<file path="config.mk">
export PLATFORM = sky130hd
export DESIGN_NAME = ts_pulse_encoder
export DESIGN_NICKNAME = d
export VERILOG_FILES = /design/src/rtl/ts_enc_pkg.sv /design/src/rtl/ts_rst_sync.sv /design/src/rtl/ts_slot_timer.sv /design/src/rtl/ts_word_shifter.sv /design/src/rtl/ts_pulse_shaper.sv /design/src/rtl/ts_pulse_encoder.sv
export SDC_FILE = /design/constraint.sdc
export NUM_CORES = 1
export LEC_CHECK = 0
export ABC_CLOCK_PERIOD_IN_PS = 1600
export BUFFER_PORTS_ARGS = -buffer_cell sky130_fd_sc_hd__buf_2
export CAP_MARGIN = 20
export CORE_ASPECT_RATIO = 1.25
export CORE_UTILIZATION = 49
export DETAILED_ROUTE_END_ITERATION = 7
export PLACE_DENSITY = 0.75
export SYNTH_ARGS = -nofsm -noshare
export SYNTH_HDL_FRONTEND = slang
export SYNTH_SLANG_ARGS = --single-unit
</file>
<file path="constraint.sdc">
create_clock -name clk -period 1.6 [get_ports clk]
set_clock_uncertainty 0.2 [all_clocks]
set_input_delay 0.48 -clock clk [delete_from_list [all_inputs] [get_ports clk]]
set_output_delay 0.48 -clock clk [all_outputs]
set_load 0.005 [all_outputs]
</file>
<file path="src/rtl/ts_enc_pkg.sv">
package ts_enc_pkg;

  // Default frame geometry: 32 bits, 8-cycle slots, 2-cycle one, 1-cycle zero.
  localparam int unsigned DEF_WORD_W   = 32;
  localparam int unsigned DEF_SLOT_CYC = 8;
  localparam int unsigned DEF_ONE_CYC  = 2;
  localparam int unsigned DEF_ZERO_CYC = 1;
  localparam int unsigned DEF_COPIES   = 2;

  // Number of cycles the line stays high for a given bit value.
  function automatic int unsigned high_cycles(input logic bit_val,
                                              input int unsigned one_cyc,
                                              input int unsigned zero_cyc);
    return bit_val ? one_cyc : zero_cyc;
  endfunction

endpackage

</file>
<file path="src/rtl/ts_rst_sync.sv">
module ts_rst_sync (
  input  logic clk,
  input  logic rst_n,
  output logic rst_sync_n
);

  logic [1:0] stage_q;

  always_ff @(posedge clk or negedge rst_n) begin
    if (!rst_n) begin
      stage_q <= 2'b00;
    end else begin
      stage_q <= {stage_q[0], 1'b1};
    end
  end

  assign rst_sync_n = stage_q[1];

endmodule

</file>
<file path="src/rtl/ts_slot_timer.sv">
module ts_slot_timer #(
  parameter int unsigned WORD_W   = ts_enc_pkg::DEF_WORD_W,
  parameter int unsigned SLOT_CYC = ts_enc_pkg::DEF_SLOT_CYC,
  localparam int unsigned PH_W    = $clog2(SLOT_CYC),
  localparam int unsigned IDX_W   = $clog2(WORD_W)
) (
  input  logic            clk,
  input  logic            rst_n,
  input  logic            start_i,
  output logic            busy_o,
  output logic            busy_nxt_o,
  output logic [PH_W-1:0] phase_o,
  output logic [PH_W-1:0] phase_nxt_o,
  output logic            advance_o
);

  localparam logic [PH_W-1:0]  PH_LAST  = PH_W'(SLOT_CYC - 1);
  localparam logic [IDX_W-1:0] IDX_LAST = IDX_W'(WORD_W - 1);

  logic             busy_q, busy_n;
  logic [PH_W-1:0]  phase_q, phase_n;
  logic [IDX_W-1:0] idx_q, idx_n;
  logic             adv;
  logic             tick_en;

  // Next-state logic
  always_comb begin
    busy_n  = busy_q;
    phase_n = phase_q;
    idx_n   = idx_q;
    adv     = 1'b0;
    if (start_i) begin
      busy_n  = 1'b1;
      phase_n = '0;
      idx_n   = '0;
    end else if (busy_q) begin
      if (phase_q == PH_LAST) begin
        phase_n = '0;
        if (idx_q == IDX_LAST) begin
          busy_n = 1'b0;
        end else begin
          idx_n = idx_q + 1'b1;
          adv   = 1'b1;
        end
      end else begin
        phase_n = phase_q + 1'b1;
      end
    end
  end

  assign tick_en = start_i | busy_q;

  // State registers
  always_ff @(posedge clk or negedge rst_n) begin
    if (!rst_n) begin
      busy_q  <= 1'b0;
      phase_q <= '0;
      idx_q   <= '0;
    end else if (tick_en) begin
      busy_q  <= busy_n;
      phase_q <= phase_n;
      idx_q   <= idx_n;
    end
  end

  assign busy_o      = busy_q;
  assign busy_nxt_o  = busy_n;
  assign phase_o     = phase_q;
  assign phase_nxt_o = phase_n;
  assign advance_o   = adv;


  phase_step_chk: assert property (@(posedge clk) disable iff (!rst_n)
    (busy_q && !start_i && phase_q != PH_LAST) |=> (phase_q == $past(phase_q) + 1'b1));


  busy_end_chk: assert property (@(posedge clk) disable iff (!rst_n)
    $fell(busy_q) |-> ($past(phase_q) == PH_LAST && $past(idx_q) == IDX_LAST));

endmodule

</file>
<file path="src/rtl/ts_word_shifter.sv">
module ts_word_shifter #(
  parameter int unsigned WORD_W = ts_enc_pkg::DEF_WORD_W
) (
  input  logic              clk,
  input  logic              rst_n,
  input  logic              load_i,
  input  logic              shift_i,
  input  logic [WORD_W-1:0] word_i,
  output logic              msb_nxt_o
);

  logic [WORD_W-1:0] sh_q, sh_n;
  logic              sh_en;

  always_comb begin
    sh_n = sh_q;
    if (load_i) begin
      sh_n = word_i;
    end else if (shift_i) begin
      sh_n = {sh_q[WORD_W-2:0], 1'b0};
    end
  end

  assign sh_en = load_i | shift_i;

  always_ff @(posedge clk or negedge rst_n) begin
    if (!rst_n) begin
      sh_q <= '0;
    end else if (sh_en) begin
      sh_q <= sh_n;
    end
  end

  assign msb_nxt_o = sh_n[WORD_W-1];


  hold_word_chk: assert property (@(posedge clk) disable iff (!rst_n)
    (!load_i && !shift_i) |=> $stable(sh_q));

endmodule

</file>
<file path="src/rtl/ts_pulse_shaper.sv">
module ts_pulse_shaper #(
  parameter int unsigned SLOT_CYC = ts_enc_pkg::DEF_SLOT_CYC,
  parameter int unsigned ONE_CYC  = ts_enc_pkg::DEF_ONE_CYC,
  parameter int unsigned ZERO_CYC = ts_enc_pkg::DEF_ZERO_CYC,
  parameter int unsigned COPIES   = ts_enc_pkg::DEF_COPIES,
  localparam int unsigned PH_W    = $clog2(SLOT_CYC)
) (
  input  logic              clk,
  input  logic              rst_n,
  input  logic              busy_i,
  input  logic              busy_nxt_i,
  input  logic [PH_W-1:0]   phase_i,
  input  logic [PH_W-1:0]   phase_nxt_i,
  input  logic              bit_nxt_i,
  output logic [COPIES-1:0] ser_o
);

  localparam logic [PH_W-1:0] ONE_LEN = PH_W'(ONE_CYC);

  logic       level_n;
  logic [PH_W-1:0] hi_len;

  always_comb begin
    hi_len  = PH_W'(ts_enc_pkg::high_cycles(bit_nxt_i, ONE_CYC, ZERO_CYC));
    level_n = busy_nxt_i && (phase_nxt_i < hi_len);
  end

  for (genvar c = 0; c < COPIES; c++) begin : g_copy
    logic ser_q;
    always_ff @(posedge clk or negedge rst_n) begin
      if (!rst_n) begin
        ser_q <= 1'b0;
      end else begin
        ser_q <= level_n;
      end
    end
    assign ser_o[c] = ser_q;
  end


  idle_low_chk: assert property (@(posedge clk) disable iff (!rst_n)
    !busy_i |-> (ser_o == '0));


  tail_low_chk: assert property (@(posedge clk) disable iff (!rst_n)
    (phase_i >= ONE_LEN) |-> (ser_o == '0));


  slot_open_chk: assert property (@(posedge clk) disable iff (!rst_n)
    (busy_i && phase_i == '0) |-> (ser_o == '1));


  copy_match_chk: assert property (@(posedge clk) disable iff (!rst_n)
    (ser_o == '0) || (ser_o == '1));

endmodule

</file>
<file path="src/rtl/ts_pulse_encoder.sv">
module ts_pulse_encoder #(
  parameter int unsigned WORD_W   = ts_enc_pkg::DEF_WORD_W,
  parameter int unsigned SLOT_CYC = ts_enc_pkg::DEF_SLOT_CYC,
  parameter int unsigned ONE_CYC  = ts_enc_pkg::DEF_ONE_CYC,
  parameter int unsigned ZERO_CYC = ts_enc_pkg::DEF_ZERO_CYC,
  parameter int unsigned COPIES   = ts_enc_pkg::DEF_COPIES
) (
  input  logic              clk,
  input  logic              rst_n,
  input  logic [WORD_W-1:0] stamp_i,
  input  logic              load_i,
  output logic              busy_o,
  output logic [COPIES-1:0] ser_o
);

  localparam int unsigned PH_W = $clog2(SLOT_CYC);

  logic            rst_int_n;
  logic            busy_q, busy_n;
  logic [PH_W-1:0] phase_q, phase_n;
  logic            advance;
  logic            start;
  logic            msb_n;

  ts_rst_sync u_rst (
    .clk        (clk),
    .rst_n      (rst_n),
    .rst_sync_n (rst_int_n)
  );

  assign start = load_i & ~busy_q;

  ts_slot_timer #(.WORD_W(WORD_W), .SLOT_CYC(SLOT_CYC)) u_timer (
    .clk         (clk),
    .rst_n       (rst_int_n),
    .start_i     (start),
    .busy_o      (busy_q),
    .busy_nxt_o  (busy_n),
    .phase_o     (phase_q),
    .phase_nxt_o (phase_n),
    .advance_o   (advance)
  );

  ts_word_shifter #(.WORD_W(WORD_W)) u_shift (
    .clk       (clk),
    .rst_n     (rst_int_n),
    .load_i    (start),
    .shift_i   (advance),
    .word_i    (stamp_i),
    .msb_nxt_o (msb_n)
  );

  ts_pulse_shaper #(
    .SLOT_CYC (SLOT_CYC),
    .ONE_CYC  (ONE_CYC),
    .ZERO_CYC (ZERO_CYC),
    .COPIES   (COPIES)
  ) u_shape (
    .clk         (clk),
    .rst_n       (rst_int_n),
    .busy_i      (busy_q),
    .busy_nxt_i  (busy_n),
    .phase_i     (phase_q),
    .phase_nxt_i (phase_n),
    .bit_nxt_i   (msb_n),
    .ser_o       (ser_o)
  );

  assign busy_o = busy_q;


  load_start_chk: assert property (@(posedge clk) disable iff (!rst_int_n)
    (load_i && !busy_o) |=> (busy_o && ser_o == '1));

endmodule

</file>
## After elaboration in Yosys (flattened, before gate mapping)

Cells that the tools add are included.

- Register bits: 44
- Output and inout port bits: 3
- Logic and storage cells: 40

- Add/subtract/negate cells: 2
- Magnitude comparators: 1
- Equality and inequality tests: 3
- Mux-type cells: 17
- Bitwise operators: 4
- Reductions and logical operators: 6

Operator list:

| cell | number |
|---|---|
| $mux W32 | 2 |
| $mux W5 | 4 |
| $mux W3 | 3 |
| $mux W1 | 7 |
| $reduce_bool A2 Y1 | 3 |
| $add A5 B1 Y5 const B | 1 |
| $eq A5 B5 Y1 const B | 1 |
| $reduce_and A4 Y1 | 1 |
| $add A3 B1 Y3 const B | 1 |
| $eq A3 B3 Y1 const B | 1 |
| $lt A3 B3 Y1 | 1 |
| $mux W2 | 1 |
| $ne A2 B1 Y1 const B | 1 |
| $or A1 B1 Y1 | 2 |
| $reduce_and A2 Y1 | 1 |
| $and A1 B1 Y1 | 1 |
| $logic_and A1 B1 Y1 | 1 |
| $not A1 Y1 | 1 |

## Logic depth before layout (Yosys ltp)

- Depth in word-level cells: 10
- Depth in mapped cells: 9
- Mapped depth without buffers: 9

## Modules after synthesis

From an unflattened synthesis, not the netlist that was laid out.

- Cell total of the unflattened synthesis: 194
- Area total of the unflattened synthesis: 2,119.5 um2

Modules (own cells, without submodules):

| module | times used | cells an instance | area each (um2) |
|---|---|---|---|
| ts_word_shifter | 1 | 139 | 1,505.2 |
| ts_slot_timer | 1 | 43 | 475.5 |
| ts_pulse_shaper | 1 | 8 | 71.3 |
| ts_rst_sync | 1 | 3 | 53.8 |
| ts_pulse_encoder | 1 | 1 | 13.8 |

## Least setup slack after synthesis

No wires, ideal clock.

- Path kind: register to register
- Start: register u_timer.idx_q[0]
- End: register u_shape.g_copy[0].ser_q
- Setup time: 0.095 ns
- Data arrival time: 1.910 ns
- Required time: 1.305 ns
- Setup slack: -0.605 ns
- Stages on the path, launching flop included: 10
- Buffers on the path: 0
- Cell sequence: dfrtp_1 -> ha_1 -> and3_1 -> ha_1 -> and3b_1 -> nor3b_1 -> nor2_1 -> ha_1 -> o31a_1 -> nor4b_2

- Longest elaborated chain between the ends: 10

RTL lines:

| element | RTL line | source |
|---|---|---|
| start, declared | ts_slot_timer.sv:22 | `logic [IDX_W-1:0] idx_q, idx_n;` |
| start signal, assigned | ts_slot_timer.sv:62 | `idx_q <= idx_n;` |
| $eq A5 B5 Y1 (*) | ts_slot_timer.sv:39 | `if (idx_q == IDX_LAST) begin` |
| $mux W1 (*) | ts_slot_timer.sv:39 |  |
| $mux W1 | ts_slot_timer.sv:37 | `if (phase_q == PH_LAST) begin` |
| $mux W1 | ts_slot_timer.sv:36 | `end else if (busy_q) begin` |
| $mux W1 | ts_slot_timer.sv:32 | `if (start_i) begin` |
| $mux W32 | ts_word_shifter.sv:19 | `end else if (shift_i) begin` |
| $mux W32 | ts_word_shifter.sv:17 | `if (load_i) begin` |
| $mux W2 | ts_enc_pkg.sv:14 | `return bit_val ? one_cyc : zero_cyc;` |
| $lt A3 B3 Y1 | ts_pulse_shaper.sv:25 | `level_n = busy_nxt_i && (phase_nxt_i < hi_len);` |
| $logic_and A1 B1 Y1 (*) | ts_pulse_shaper.sv:25 |  |
| via u_shape.level_n | ts_pulse_shaper.sv:20 | `logic level_n;` |
| end signal, assigned | ts_pulse_shaper.sv:34 | `ser_q <= level_n;` |
| end, declared | ts_pulse_shaper.sv:29 | `logic ser_q;` |

The timed path passes the listed nets; every way through them passes the cells marked *. The select of a mux whose other input is x is not followed.
A chain may end at the register's enable or synchronous reset.

## Final worst setup path

Ends and elaborated chain as after synthesis.

==> metrics.md <==
| Metric | Value |
|---|---|
| Total power | `between 4000 and 5000 uW` |
| WP buf/inv | `0` |
| IO Port Bufs | `37` |
| Final nets | `between 300 and 400` |
| Most common cell after layout, fill and taps aside | `dfrtp_1` |
| Fin util | `80.8%` |
| DR iter-0 viols | `118` |
| Mux share of post-synthesis cell area | `0.513%` |
| Final hold vios | `0` |
| Highest clock rate | `0.407 GHz` |
| Post-Syn Nets | `233` |
| Kind of critical path | `reg -> reg` |
| Most frequent cells in the layout | `dfrtp_1 (43), buf_2 (37), nand2_2 (33), nand2_1 (30), buf_4 (20)` |
| CTS buffer count | `5` |
| Final HPWL DP | `roughly 2.6 mm` |
| Largest family of logic cells by synthesized area | `simple AND/OR/NAND/NOR gates` |
| Crit path max fanout | `3` |
| Worst-path clk slew | `about 0.08 ns` |
| All-Layer GR Usage | `~27%` |
| Share of cells above drive strength 1 | `58.0%` |
| Max Root-Sink Buffers | `2` |
| Syn Area/Cell | `10.1 um^2` |
| Max-Cap Viols | `0` |
| Non-filler cells, final | `318` |
| CTS root buffer | `clkbuf_8` |
| #FFs+latches synth | `44` |
| CP max stage delay | `0.39 ns` |
| # fillers | `220` |
| CTS tree | `built` |
| Compound-Gate Fraction of Synth Area | `between 10% and 20%` |
| Mapped Cells | `between 150 and 200` |
| # setup viols final | `38` |
| CP Launch Type | `register` |
| PD cells | `1620 nW/um^2` |
| Die X | `58.5 um` |
| Status | `complete, but fails checks` |
| Worst skew pair latency | `0.31 ns` |
| Distinct cells, synth | `31` |
| Simple-gate area share of the yosys netlist | `roughly 18%` |
| Die area | `4240 um^2` |
| Hold WS | `0.0352 ns` |
| Io pins | `38` |
| Initial Utilization | `around half` |
| Delay-heaviest family, CP | `simple AND/OR/NAND/NOR gates` |
| Vias in the first global route | `1813` |
| WP data required | `1.61 ns` |
| CP Capture Type | `register` |
| Overflow left after global routing | `0` |
| RSZ-0062 raised after global routing | `yes` |
| Setup TNS Final | `-26.24 ns` |
| Worst Slack Setup Final | `-0.855 ns` |
| Sink Count | `between 40 and 50` |
| Die H | `~73 um` |
| TritonRoute pass-1 iters | `4` |
| CP max-delay cell | `dfrtp_1` |
| Synth warnings | `0` |
| P_leak | `0.00149 uW` |
| Core area | `about 3800 um^2` |
| Sequential share of the synthesized area | `56.4%` |
| Synthesized area | `1950 um^2` |
| Syn-to-layout area delta | `56.6%` |
| Min cycle time layout | `roughly 2.5 ns` |
| Worst-path cell chain | `ha_2, and3_4, ha_4, and3b_2, nor3b_4, nor2_2, ha_1, o31a_1, nor4b_2` |
| Post-synthesis adder-cell area fraction | `around 3.2%` |
| Multi-input logic area | `1040 um^2` |
| GPL Wtd Cong | `0.823` |
| Drt drc | `0` |
| Row cnt | `25` |
| Htree depth | `2` |
| Final Max Slew Viols | `0` |
| Post-route ant nets | `0` |
| Failing checks | `negative setup slack` |
| FF+latch area | `1100 um^2` |
| Total number of vias | `~1.8k` |
| Largest net degree at the start of global routing | `43` |
| N_diodes | `0` |
| Post-Place Cells | `slightly below 300` |
| Hold/Removal Path Class | `reg -> async` |
| Worst VDD drop | `~1200 uV` |
| Initial antenna violation count | `0` |
| Post-synthesis xor/xnor area fraction | `1.35%` |
| First-pass GRT wire length | `~8.4 mm` |
| CP arrival | `~2.5 ns` |
| Via density | `5.52` |
| DRT Wirelength | `a little under 6 mm` |
| Final Cycle Share | `153%` |
| Drt wl/cell | `18.3 um` |
-- worst paths after layout --
kind	from	to	slack, ns	depth (start not counted)
max	u_timer.idx_q[0]	u_shape.g_copy[0].ser_q	-0.85	9
min	u_rst.stage_q[1]	u_timer.phase_o[1]	0.04	1
max reg2reg	u_timer.idx_q[0]	u_shape.g_copy[0].ser_q	-0.85	9
min reg2reg	u_rst.stage_q[1]	u_timer.phase_o[1]	0.04	1
max in group asynchronous	rst_n	u_rst.stage_q[1]	0.82	2
min in group clk	u_rst.stage_q[0]	u_rst.stage_q[1]	0.16	0
-- timing repair --
| action | in CTS | in global routing |
|---|---|---|
| hold buffers | 1 | 0 |
| buffers inserted | 9 | 9 |
| setup endpoints to repair | 39 | 39 |
| gates cloned | 6 | 1 |
| hold endpoints to repair | 2 | 0 |
| pin swaps | 31 | 8 |
| gates resized for setup | 67 | 34 |
-- where the power goes --
part / total, uW / internal (uW) / switching [uW]
Clock: 904 / 510 / 394
Sequential: 1750 / 1460 / 286
Combinational: 2300 / 1290 / 1010
Total: 4950 / 3260 / 1690
-- through the flow --
stage	instance area, um^2	setup slack, ns
floorplan	1970	-0.587
global placement	2280	-0.566
detailed placement	2280	-0.648
CTS	2920	-0.651
global route	3060	-0.934
finish	3060	-0.855
-- metal layers --
metal / GRT usage [%] / vias up / wire length (um)
met2: 46.4 / 52 / 3170
met3: 6.77 / 13 / 260
met4: 11.1 / 0 / 114
met1: 32.7 / 894 / 2260
met5: 0 / - / 0
li1: - / 797 / -
-- final cells by class --
type / instances / share of cell area [%]
sequential: 44 / 36.1
tap: 54 / 2.21
clock inverter: 2 / 1.27
inverter: 3 / 0.368
multi-input combinational: 132 / 34.0
clock buffer: 6 / 2.70
timing repair buffer: 77 / 23.4
-- registers in the layout (all words and copies together) (netlist names) --
register and flops:
u_rst.stage_q 2, u_shape.g_copy.ser_q 1, u_shift.sh_q 32, u_timer.busy_o 1
u_timer.idx_q 5, u_timer.phase_o 3
-- synth_stat cells (all sizes together) --
cell type / count / area share [%]
o21ai: 4 / 1.0
a22oi: 29 / 11
xor2: 2 / 0.90
buf: 10 / 3.8
o32ai: 2 / 0.90
nor4b: 1 / 0.77
and2b: 1 / 0.51
ha: 5 / 3.2
o31a: 1 / 0.45
nand4: 1 / 0.32
clkbuf: 4 / 0.77
and3: 1 / 0.32
mux2i: 1 / 0.51
o22ai: 1 / 0.32
dfrtp: 44 / 56
nand2b: 2 / 0.77
inv: 3 / 0.58
or2b: 1 / 0.38
a22o: 1 / 0.45
xnor2: 1 / 0.45
nor2b: 1 / 0.32
and3b: 1 / 0.45
a31oi: 1 / 0.32
a32o: 1 / 0.51
nand2: 66 / 13
nor3b: 1 / 0.38
conb: 1 / 0.19
nor2: 6 / 1.2
-- worst reg2reg max path, stage by stage, from the launching register on --
cell and delay (ns):
dfrtp_1 0.39, ha_2 0.20, and3_4 0.19, ha_4 0.13, and3b_2 0.23, nor3b_4 0.22, nor2_2 0.08, ha_1 0.29
o31a_1 0.14, nor4b_2 0.28
-- cells by family after synthesis --
| family | count (synthesis) |
|---|---|
| other | 1 |
| adder cells (fa/ha/maj) | 5 |
| buffers and inverters | 17 |
| XOR/XNOR | 3 |
| AO/OA/AOI/OAI | 40 |
| multiplexers | 1 |
| flip-flops | 44 |
| AND/OR/NAND/NOR | 82 |
No activity file was read; power rests on OpenSTA's default activity.
